## src/rtl/lane_chk_pkg.sv

```systemverilog
package lane_chk_pkg;
    typedef enum logic [1:0] {
        ST_IDLE  = 2'd0,
        ST_HUNT  = 2'd1,
        ST_TRACK = 2'd2
    } chk_state_t;

    function automatic int unsigned dflt_ref(input int unsigned k);
        return (k + 1) * 17;
    endfunction
endpackage

```

## src/rtl/lane_seq_fsm.sv

```systemverilog
module lane_seq_fsm
    import lane_chk_pkg::*;
#(
    parameter int LANES = 8,
    parameter int DEPTH = 8,
    parameter int IDXW  = 3
) (
    input  logic                        clk,
    input  logic                        rst_n,
    input  logic                        enable,
    input  logic                        valid,
    input  logic [LANES-1:0]            rise,
    input  logic [LANES-1:0]            fall,
    input  logic [DEPTH-1:0][LANES-1:0] refs,
    output logic [LANES-1:0]            err_bits
);
    chk_state_t state_q, state_d;
    logic [IDXW-1:0] idx_q, idx_d;
    logic [IDXW-1:0] idx_nx;

    assign idx_nx = idx_q + IDXW'(1);

    always_ff @(posedge clk) begin
        if (!rst_n) begin
            state_q <= ST_IDLE;
            idx_q   <= '0;
        end else begin
            state_q <= state_d;
            idx_q   <= idx_d;
        end
    end

    always_comb begin
        state_d  = state_q;
        idx_d    = idx_q;
        err_bits = '0;
        unique case (state_q)
            ST_IDLE: begin
                idx_d = '0;
                if (enable) state_d = ST_HUNT;
            end
            ST_HUNT: begin
                if (valid && rise == refs[0]) begin
                    err_bits = fall ^ refs[1 % DEPTH];
                    idx_d    = IDXW'(2 % DEPTH);
                    state_d  = ST_TRACK;
                end else if (valid && fall == refs[0]) begin
                    idx_d   = IDXW'(1 % DEPTH);
                    state_d = ST_TRACK;
                end
            end
            ST_TRACK: begin
                if (valid) begin
                    err_bits = (rise ^ refs[idx_q]) | (fall ^ refs[idx_nx]);
                    idx_d    = idx_q + IDXW'(2);
                end
            end
            default: state_d = ST_IDLE;
        endcase
        if (!enable) begin
            state_d  = ST_IDLE;
            err_bits = '0;
        end
    end

    p_off_r8: assert property (@(posedge clk) disable iff (!rst_n)
        !enable |=> state_q == ST_IDLE);
    p_align_r4: assert property (@(posedge clk) disable iff (!rst_n)
        (enable && state_q == ST_HUNT && valid && rise == refs[0]) |=> state_q == ST_TRACK);
    p_idx_hold_r10: assert property (@(posedge clk) disable iff (!rst_n)
        (enable && state_q == ST_TRACK && !valid) |=> (state_q == ST_TRACK && $stable(idx_q)));
endmodule

```

## config.mk

```make
export PLATFORM = sky130hd
export DESIGN_NAME = lane_seq_fsm
export DESIGN_NICKNAME = d
export VERILOG_FILES = /design/src/rtl/lane_chk_pkg.sv /design/src/rtl/lane_seq_fsm.sv
export SDC_FILE = /design/constraint.sdc
export NUM_CORES = 1
export LEC_CHECK = 0
export ABC_AREA = 1
export CAP_MARGIN = 20
export CELL_PAD_IN_SITES_DETAIL_PLACEMENT = 0
export CELL_PAD_IN_SITES_GLOBAL_PLACEMENT = 1
export CORE_MARGIN = 10
export CORE_UTILIZATION = 25
export DETAILED_ROUTE_END_ITERATION = 10
export GPL_ROUTABILITY_DRIVEN = 0
export MAX_ROUTING_LAYER = met4
export PLACE_DENSITY_LB_ADDON = 0.1
export SLEW_MARGIN = 20
export SYNTH_ARGS = -nofsm -noshare
export SYNTH_HDL_FRONTEND = slang
export SYNTH_SLANG_ARGS = --single-unit
```

## constraint.sdc

```tcl
create_clock -name clk -period 1.8 [get_ports clk]
set_input_delay 0.27 -clock clk [delete_from_list [all_inputs] [get_ports clk]]
set_output_delay 0.27 -clock clk [all_outputs]
set_load 0.05 [all_outputs]
```

# Word level (Yosys, flattened, before mapping)
# Cells that the tools add are included.
dict set report word_totals {
  output_inout_bits 8
  register_bits 5
  word_cells 39
}
dict set report op_classes {
  add_sub_neg 2
  muxes 15
  eq_ne 6
  reduce_logical 7
  n_lt_le_gt_ge 2
  n_bitwise 5
}
# operator n
set ops {}
lappend ops {{binary-select mux 8 bit (select 3 bit)} 2}
lappend ops {{two-way mux 8 bit} 5}
lappend ops {{XOR 8 bit} 3}
lappend ops {{== test 8 bit} 2}
lappend ops {{case mux 8 bit (2 select lines)} 1}
lappend ops {{two-way mux 3 bit} 3}
lappend ops {{case mux 3 bit (3 select lines)} 1}
lappend ops {{less-than comparator 3 x 4 -> 1 bit, second input constant} 2}
lappend ops {{bitwise OR 8 bit} 1}
lappend ops {{case mux 2 bit (3 select lines)} 1}
lappend ops {{two-way mux 2 bit} 2}
lappend ops {{AND reduction 2 bit} 2}
lappend ops {{adder 3 x 1 -> 3 bit, second input constant} 1}
lappend ops {{adder 3 x 2 -> 3 bit, second input constant} 1}
lappend ops {{!= test 3 bit, second input constant} 1}
lappend ops {{AND reduction 3 bit} 1}
lappend ops {{nonzero test 3 bit} 1}
lappend ops {{== test 2 x 1 -> 1 bit, second input constant} 1}
lappend ops {{== test 2 bit, second input constant} 1}
lappend ops {{logical AND 1 bit} 2}
lappend ops {{zero test 2 bit} 1}
lappend ops {{!= test 2 bit, second input constant} 1}
lappend ops {{NOT 1 bit} 1}

# Logic depth before layout (Yosys ltp)
# Gate-level depths: netlist of the first run.
dict set report depth {
  word_depth 8
  mapped_depth 13
  ltp_nobuf 12
}

# Worst setup path after synthesis of the first run
# Ideal clock, no wire load.
dict set report synth_timing {
  kind {flip-flop to output port}
  startpoint {reg idx_q[0]}
  endpoint {out err_bits[6]}
  slack_ns -0.676
  path_stages_with_launch 13
  t_arrival_ns 2.206
  cell_sequence {dfxtp_1 -> ha_1 -> buf_2 -> inv_1 -> buf_4 -> nor2_1 -> o21ai_0 -> nand3_1 -> nand2_1 -> nand2_1 -> nand3_1 -> nand2_1 -> a21oi_1}
}
dict set report synth_between {
  elab_chain_cells 8
  word_cells_on_any_way 11
  cone_classes {add/sub: 1; mux: 7; bitwise: 3}
}
# element line
set synth_rtl {}
lappend synth_rtl {{start, declared} lane_seq_fsm.sv:18} ;# logic [IDXW-1:0] idx_q, idx_d;
lappend synth_rtl {{start signal, assigned} lane_seq_fsm.sv:29} ;# idx_q <= idx_d;
lappend synth_rtl {{adder 3 x 1 -> 3 bit} lane_seq_fsm.sv:21} ;# assign idx_nx = idx_q + IDXW'(1);
lappend synth_rtl {{binary-select mux 8 bit (select 3 bit)} lane_seq_fsm.sv:54} ;# err_bits = (rise ^ refs[idx_q]) | (fall ^ refs[idx_nx]);
lappend synth_rtl {{two-way mux 8 bit (implied by the code)} lane_seq_fsm.sv:54}
lappend synth_rtl {{XOR 8 bit} lane_seq_fsm.sv:54}
lappend synth_rtl {{bitwise OR 8 bit (*)} lane_seq_fsm.sv:54}
lappend synth_rtl {{two-way mux 8 bit (*)} lane_seq_fsm.sv:53} ;# if (valid) begin
lappend synth_rtl {{case mux 8 bit (2 select lines) (*)} lane_seq_fsm.sv:37} ;# unique case (state_q)
lappend synth_rtl {{two-way mux 8 bit (*)} lane_seq_fsm.sv:60} ;# if (!enable) begin
lappend synth_rtl {{end, declared} lane_seq_fsm.sv:15} ;# output logic [LANES-1:0] err_bits
# Every way passes the cells marked *; elsewhere a longest branch is shown, timed or not. The select of a mux whose other input is x is not followed.

# Worst setup path in the final report of the first run
dict set report layout_timing {
  startpoint {reg idx_q[0]}
  endpoint {out err_bits[1]}
}
# Same word-level chain as after synthesis.

==> impl_metrics.yaml, run 1 <==
status:
  status: "complete, but fails checks"
  violations: "negative setup slack"
timing:
  period_share: 1.21
  max_freq_ghz: 0.458
  tightest_slew_ps: 299
  relSlewSlack: 0.801
  setup_viol_count_final: 8
  setup_slack_ps: -382
  rsz0062_at_grt: "yes"
  hold_viol: 0
  slew_violations: 0
  hold_slack_ps: 500
  fin_skew_ps: 0.694
  fin_crit_ps: 2180
yosys:
  synth-main-ff-cell: "dfxtp_1"
  synth_area_mm2: 0.00234
  synth.avg_cell_area_um2: 4.71
  synth_edf_count: 0
  synth_most_common_cell: "nand2_1"
  yosysTopAreaCell: "nand2_1"
  ys_seq_area_frac: 0.0428
  yosysTopAreaCellShare: 0.295
  ys_top_cells_by_area: "nand2_1 (30%), nand3_1 (24%), inv_1 (8.3%)"
  ys_ff_latch: 5
  yosysWarnings: 0
  synth_fp_nets: 586
  synth_cell_type_count: 24
  synthCells: 497
  synth-async-reset-ratio: 0
  synthTopCellsByCount: "nand2_1 (184), nand3_1 (110), inv_1 (52)"
worst_setup_path:
  cp.arrival_ps: 1910
  critPathKind: "flop to output pin"
  crit_path_end_kind: "output pin"
  start_kind: "flop"
  reg2reg_from: "state_q[0]"
  worstPathMaxFanout: 17
  startpoint: "idx_q[0]"
  cp.required_ps: 1530
final_layout:
  diodes: 0
  fill_cells: 978
  drive_gt1_frac: 0.264
  finalNetCount: 749
  fin_area_mm2: 0.00463
  multiInputGateArea_mm2: 0.00233
  seq_area_um2: 106
  stdcell_count: 770
  finish.utilization: 0.504
  syn_to_final_growth_pct: 98.0
route:
  dr.pass1.iters: 5
  wl_per_cell_um: 14.9
  drt_iter0_markers: 193
  drc: 0
  wl_um: 11500
  num_vias: 3780
  viasPerCell: 4.91
  ant_nets: 0
placement:
  dpl-instance-area_mm2: 0.00418
  portBuffers: 91
  dp_hpwl_um: 9300
  dp_slack_ps: -470
  dpl.cell_count: 758
die:
  fp.dieH_um: 117
  io_pins: 92
  die_area_mm2: 0.0136
  die_width_um: 117
  initial_core_util: 0.255
  rows: 35
  core_area_mm2: 0.00920
min_path:
  hold_path.startpoint: "state_q[0]"
  min_path_type: "flop to flop"
grt:
  grt_usage: 0.171
  gr-total-overflow: 0
  grt_max_degree: 35
  grt_first_pass_wirelength_um: 18100
  antenna_found_initial: 0
  grt_pass1_vias: 3723
clock_network:
  clockBufferDepth: 2
  clock-sinks: 5
  cts-htree-levels: 1
  clkTransAtPathRegs_ps: 40
  cts_tree: "built"
  clk_latency_ps: 220
  cts_root_buf: "clkbuf_8"
  cts_made_buffers: 3
power:
  powerDensity_mw_per_mm2: 320
  peakVddDrop_mv: 0.317
  power.leakage_nw: 2.25
run:
  maxCapViolCount: 0
[report_power, final]
group | total, W | leakage [nW] | switching (W) | internal [W]
clock | 0.000214 | 0.0228 | 0.0000613 | 0.000153
combinational | 0.00114 | 2.18 | 0.000577 | 0.000567
sequential | 0.000124 | 0.0424 | 0.00000660 | 0.000117
total | 0.00148 | 2.25 | 0.000645 | 0.000837
[placed cells by master, fill, tap and decap left out, drive strengths merged, types with 6 or more instances in the layout]
cell           instances
nand2                184
a21oi                 20
nand3                110
inv                   54
buf                   95
nor2                  46
dlygate4sd2           17
xor2                  11
clkbuf                 6
clkdlybuf4s50         66
o21ai                 23
[state kept, by name (all words and copies together) (netlist names)]
name / flops
idx_q: 3
state_q: 2
[per-layer routing]
layer | up-vias | track usage | part of all wire
li1 | 1919 | - | -
met1 | 1702 | 0.210 | 0.43
met2 | 137 | 0.287 | 0.48
met3 | 22 | 0.0211 | 0.067
met4 | 0 | 0.0470 | 0.020
met5 | - | - | 0
[timing repair]
action	CTS	global route
gates cloned	1	2
pin swaps	38	17
setup endpoints to repair	8	10
hold buffers	0	0
gates resized for setup	64	30
setup buffers	4	1
[cell type report]
cell class / count / share of cell area
Clock buffer: 4 / 0.00972
Multi-Input combinational cell: 415 / 0.503
Tap cell: 111 / 0.0300
Timing Repair Buffer: 180 / 0.387
Inverter: 55 / 0.0472
Sequential cell: 5 / 0.0229
[stage by stage]
| step | power (W) | TNS (ps) |
|---|---|---|
| 2_1_floorplan | 0.000649 | -669 |
| 3_3_place_gp | 0.00112 | -4700 |
| 3_5_place_dp | 0.00112 | -4480 |
| 4_1_cts | 0.00143 | -3080 |
| 5_1_grt | 0.00162 | -3600 |
| 6_report | 0.00148 | -2840 |
[path summary, 6_finish.rpt]
kind | endpoint | slack (ps) | cells past startpoint
worst min-delay path | state_q[0] | 500 | 2
worst min register to register | state_q[0] | 500 | 2
worst max-delay path | err_bits[1] | -380 | 11
worst max register to register | idx_q[1] | 250 | 8
[kinds of logic after synthesis]
kind of cell	Yosys count	share of synthesized area
flops	5	0.0428
simple gates	349	0.632
xor+xnor	16	0.0631
buf+inv	77	0.136
compound gates	45	0.0994
fa+ha+maj	5	0.0267
[critical path: stages, from the launching register on]
cell	delay, ps
dfxtp_4	360
buf_4	130
inv_6	50
clkbuf_16	170
o21ai_0	210
nand3_1	160
nand2_1	90
nand2_1	60
nand3_2	70
nand2_2	60
a21oi_4	170
buf_12	150
Note: power is estimated with default switching activity, not from simulation.
==> run 2, diff against run 1 <==
RECOVER_POWER = 25   (was unset)
SLEW_MARGIN = unset   (was 20)
==> run 2 against run 1 <==
  * Largest cell class unchanged
  * Critical endpoint unchanged
  * The run still ends with negative setup slack left
  * Sequential share of layout area is essentially flat
  * Clock skew is essentially flat
  * Cell area shrank 0.11%
  * Worst hold slack is essentially flat
==> impl_metrics.yaml, run 2 (same netlist as run 1, synthesis figures left out) <==
final_layout:
  multiInputGateArea_mm2: 0.00233
  seq_area_um2: 106
  finalNetCount: 749
  top_regs: "idx_q (3), state_q (2)"
  final_common_cell: "nand2_1"
  largest-register: "idx_q"
  syn_to_final_growth_pct: 97.8
  final_cell_mix: "nand2_1 (173), nand3_1 (77), buf_4 (74)"
  fin_area_mm2: 0.00463
  fill_cells: 978
  largest_reg_flops: 3
  drive_gt1_frac: 0.263
  diodes: 0
route:
  ant_nets: 0
  num_vias: 3781
  wl_per_cell_um: 14.9
  drc: 0
  dr.pass1.iters: 5
  drt_iter0_markers: 192
  viasPerCell: 4.91
  wl_um: 11500
die:
  initial_core_util: 0.255
  io_pins: 92
  fp.dieH_um: 117
  die_area_mm2: 0.0136
  core_area_mm2: 0.00920
  rows: 35
  die_width_um: 117
status:
  status: "complete, but fails checks"
  violations: "negative setup slack"
worst_setup_path:
  reg2reg_from: "state_q[0]"
  r2r_setup_slack_ps: 250
  worst-path-buf-inv: 4
  crit_path_end_kind: "output pin"
  worstPathCellList: "buf_4 > inv_6 > clkbuf_16 > o21ai_0 > nand3_1 > nand2_1 > nand2_1 > nand3_2 > nand2_2 > a21oi_4 > buf_12"
  worst_path_most_repeated_cell: "nand2_1"
  start_kind: "flop"
  crit_path_max_incr_delay_ps: 360
  startpoint: "idx_q[0]"
  cp.arrival_ps: 1910
  rr_worst_depth: 8
  crit_path_top_delay_cell: "dfxtp_4"
  cpLargestDelayFamily: "buffers and inverters"
  critPathKind: "flop to output pin"
  worstPathMaxFanout: 17
  reg2reg_to: "idx_q[1]"
  cp.required_ps: 1530
clock_network:
  cts_made_buffers: 3
  cts-htree-levels: 1
  clk_latency_ps: 220
  cts_root_buf: "clkbuf_8"
  hold_buffers: 0
  clockBufferDepth: 2
  cts_tree: "built"
  clock-sinks: 5
  clkTransAtPathRegs_ps: 40
timing:
  hold_slack_ps: 500
  relSlewSlack: 0.801
  final.setup.tns_ps: -2840
  hold_viol: 0
  setup_slack_ps: -384
  period_share: 1.21
  rsz0062_at_grt: "yes"
  fin_skew_ps: 0.205
  max_freq_ghz: 0.458
  tightest_slew_ps: 299
  setup_viol_count_final: 8
  slew_violations: 0
  fin_crit_ps: 2180
grt:
  grt_first_pass_wirelength_um: 18100
  antenna_found_initial: 0
  gr-total-overflow: 0
  grt_usage: 0.171
  grt_pass1_vias: 3723
  grt_max_degree: 35
power:
  peakVddDrop_mv: 0.316
  powerDensity_mw_per_mm2: 320
  power.leakage_nw: 2.25
placement:
  portBuffers: 91
  dp_hpwl_um: 9300
  dpl-instance-area_mm2: 0.00418
min_path:
  hold_path.startpoint: "state_q[0]"
  hold_path_end: "state_q[0]"
  min_path_type: "flop to flop"
  hold_depth: 2
run:
  maxCapViolCount: 0
==> run 2: power breakdown <==
part	internal, W	switching (W)
combinational	0.000567	0.000577
clock	0.000153	0.0000612
sequential	0.000117	0.00000665
total	0.000837	0.000645
==> run 2: worst register-to-register path, cell delays in order, from the launching register on <==
cell and delay, ps:
dfxtp_1 370, inv_1 80, ha_1 220, buf_4 160, a21oi_1 280, nand2_1 150
nand2_1 80, nand2_1 50, nor2_1 100
==> run 2: cell type report <==
cell class / count / area share
clock buffers: 4 / 0.00973
inverters: 55 / 0.0473
flip-flops and latches: 5 / 0.0230
repair buffers: 180 / 0.388
well taps: 111 / 0.0300
multi-input cells: 415 / 0.502
==> run 2: stage by stage <==
step           utilization  worst slack (ps)  total power (W)  std cells
2_1_floorplan            -              -112         0.000649        497
3_3_place_gp         0.455              -479          0.00112        758
3_5_place_dp         0.455              -470          0.00112        758
4_1_cts              0.484              -405          0.00143        767
5_1_grt              0.503              -495          0.00162        770
6_report             0.503              -384          0.00148        770
==> run 2: worst max-delay path by stage <==
stage / to / slack, ps / cells after the start
final: err_bits[1] / -380 / 11
after global routing: err_bits[1] / -500 / 11
after CTS: err_bits[1] / -410 / 11
after global placement: err_bits[4] / -480 / 9
after floorplan: err_bits[6] / -110 / 12
after detailed placement: err_bits[5] / -470 / 10
==> run 2: repair_timing <==
action | in CTS | in global routing
pin swaps | 38 | 17
setup endpoints to repair | 8 | 10
setup buffers | 4 | 1
gates cloned | 1 | 2
resized for setup | 64 | 30
==> run 2: per-layer routing <==
layer	GRT usage	routed length, um	vias up
li1	-	-	1919
met3	0.0211	705	22
met1	0.210	5040	1705
met4	0.0470	204	0
met5	-	0	-
met2	0.287	5560	135
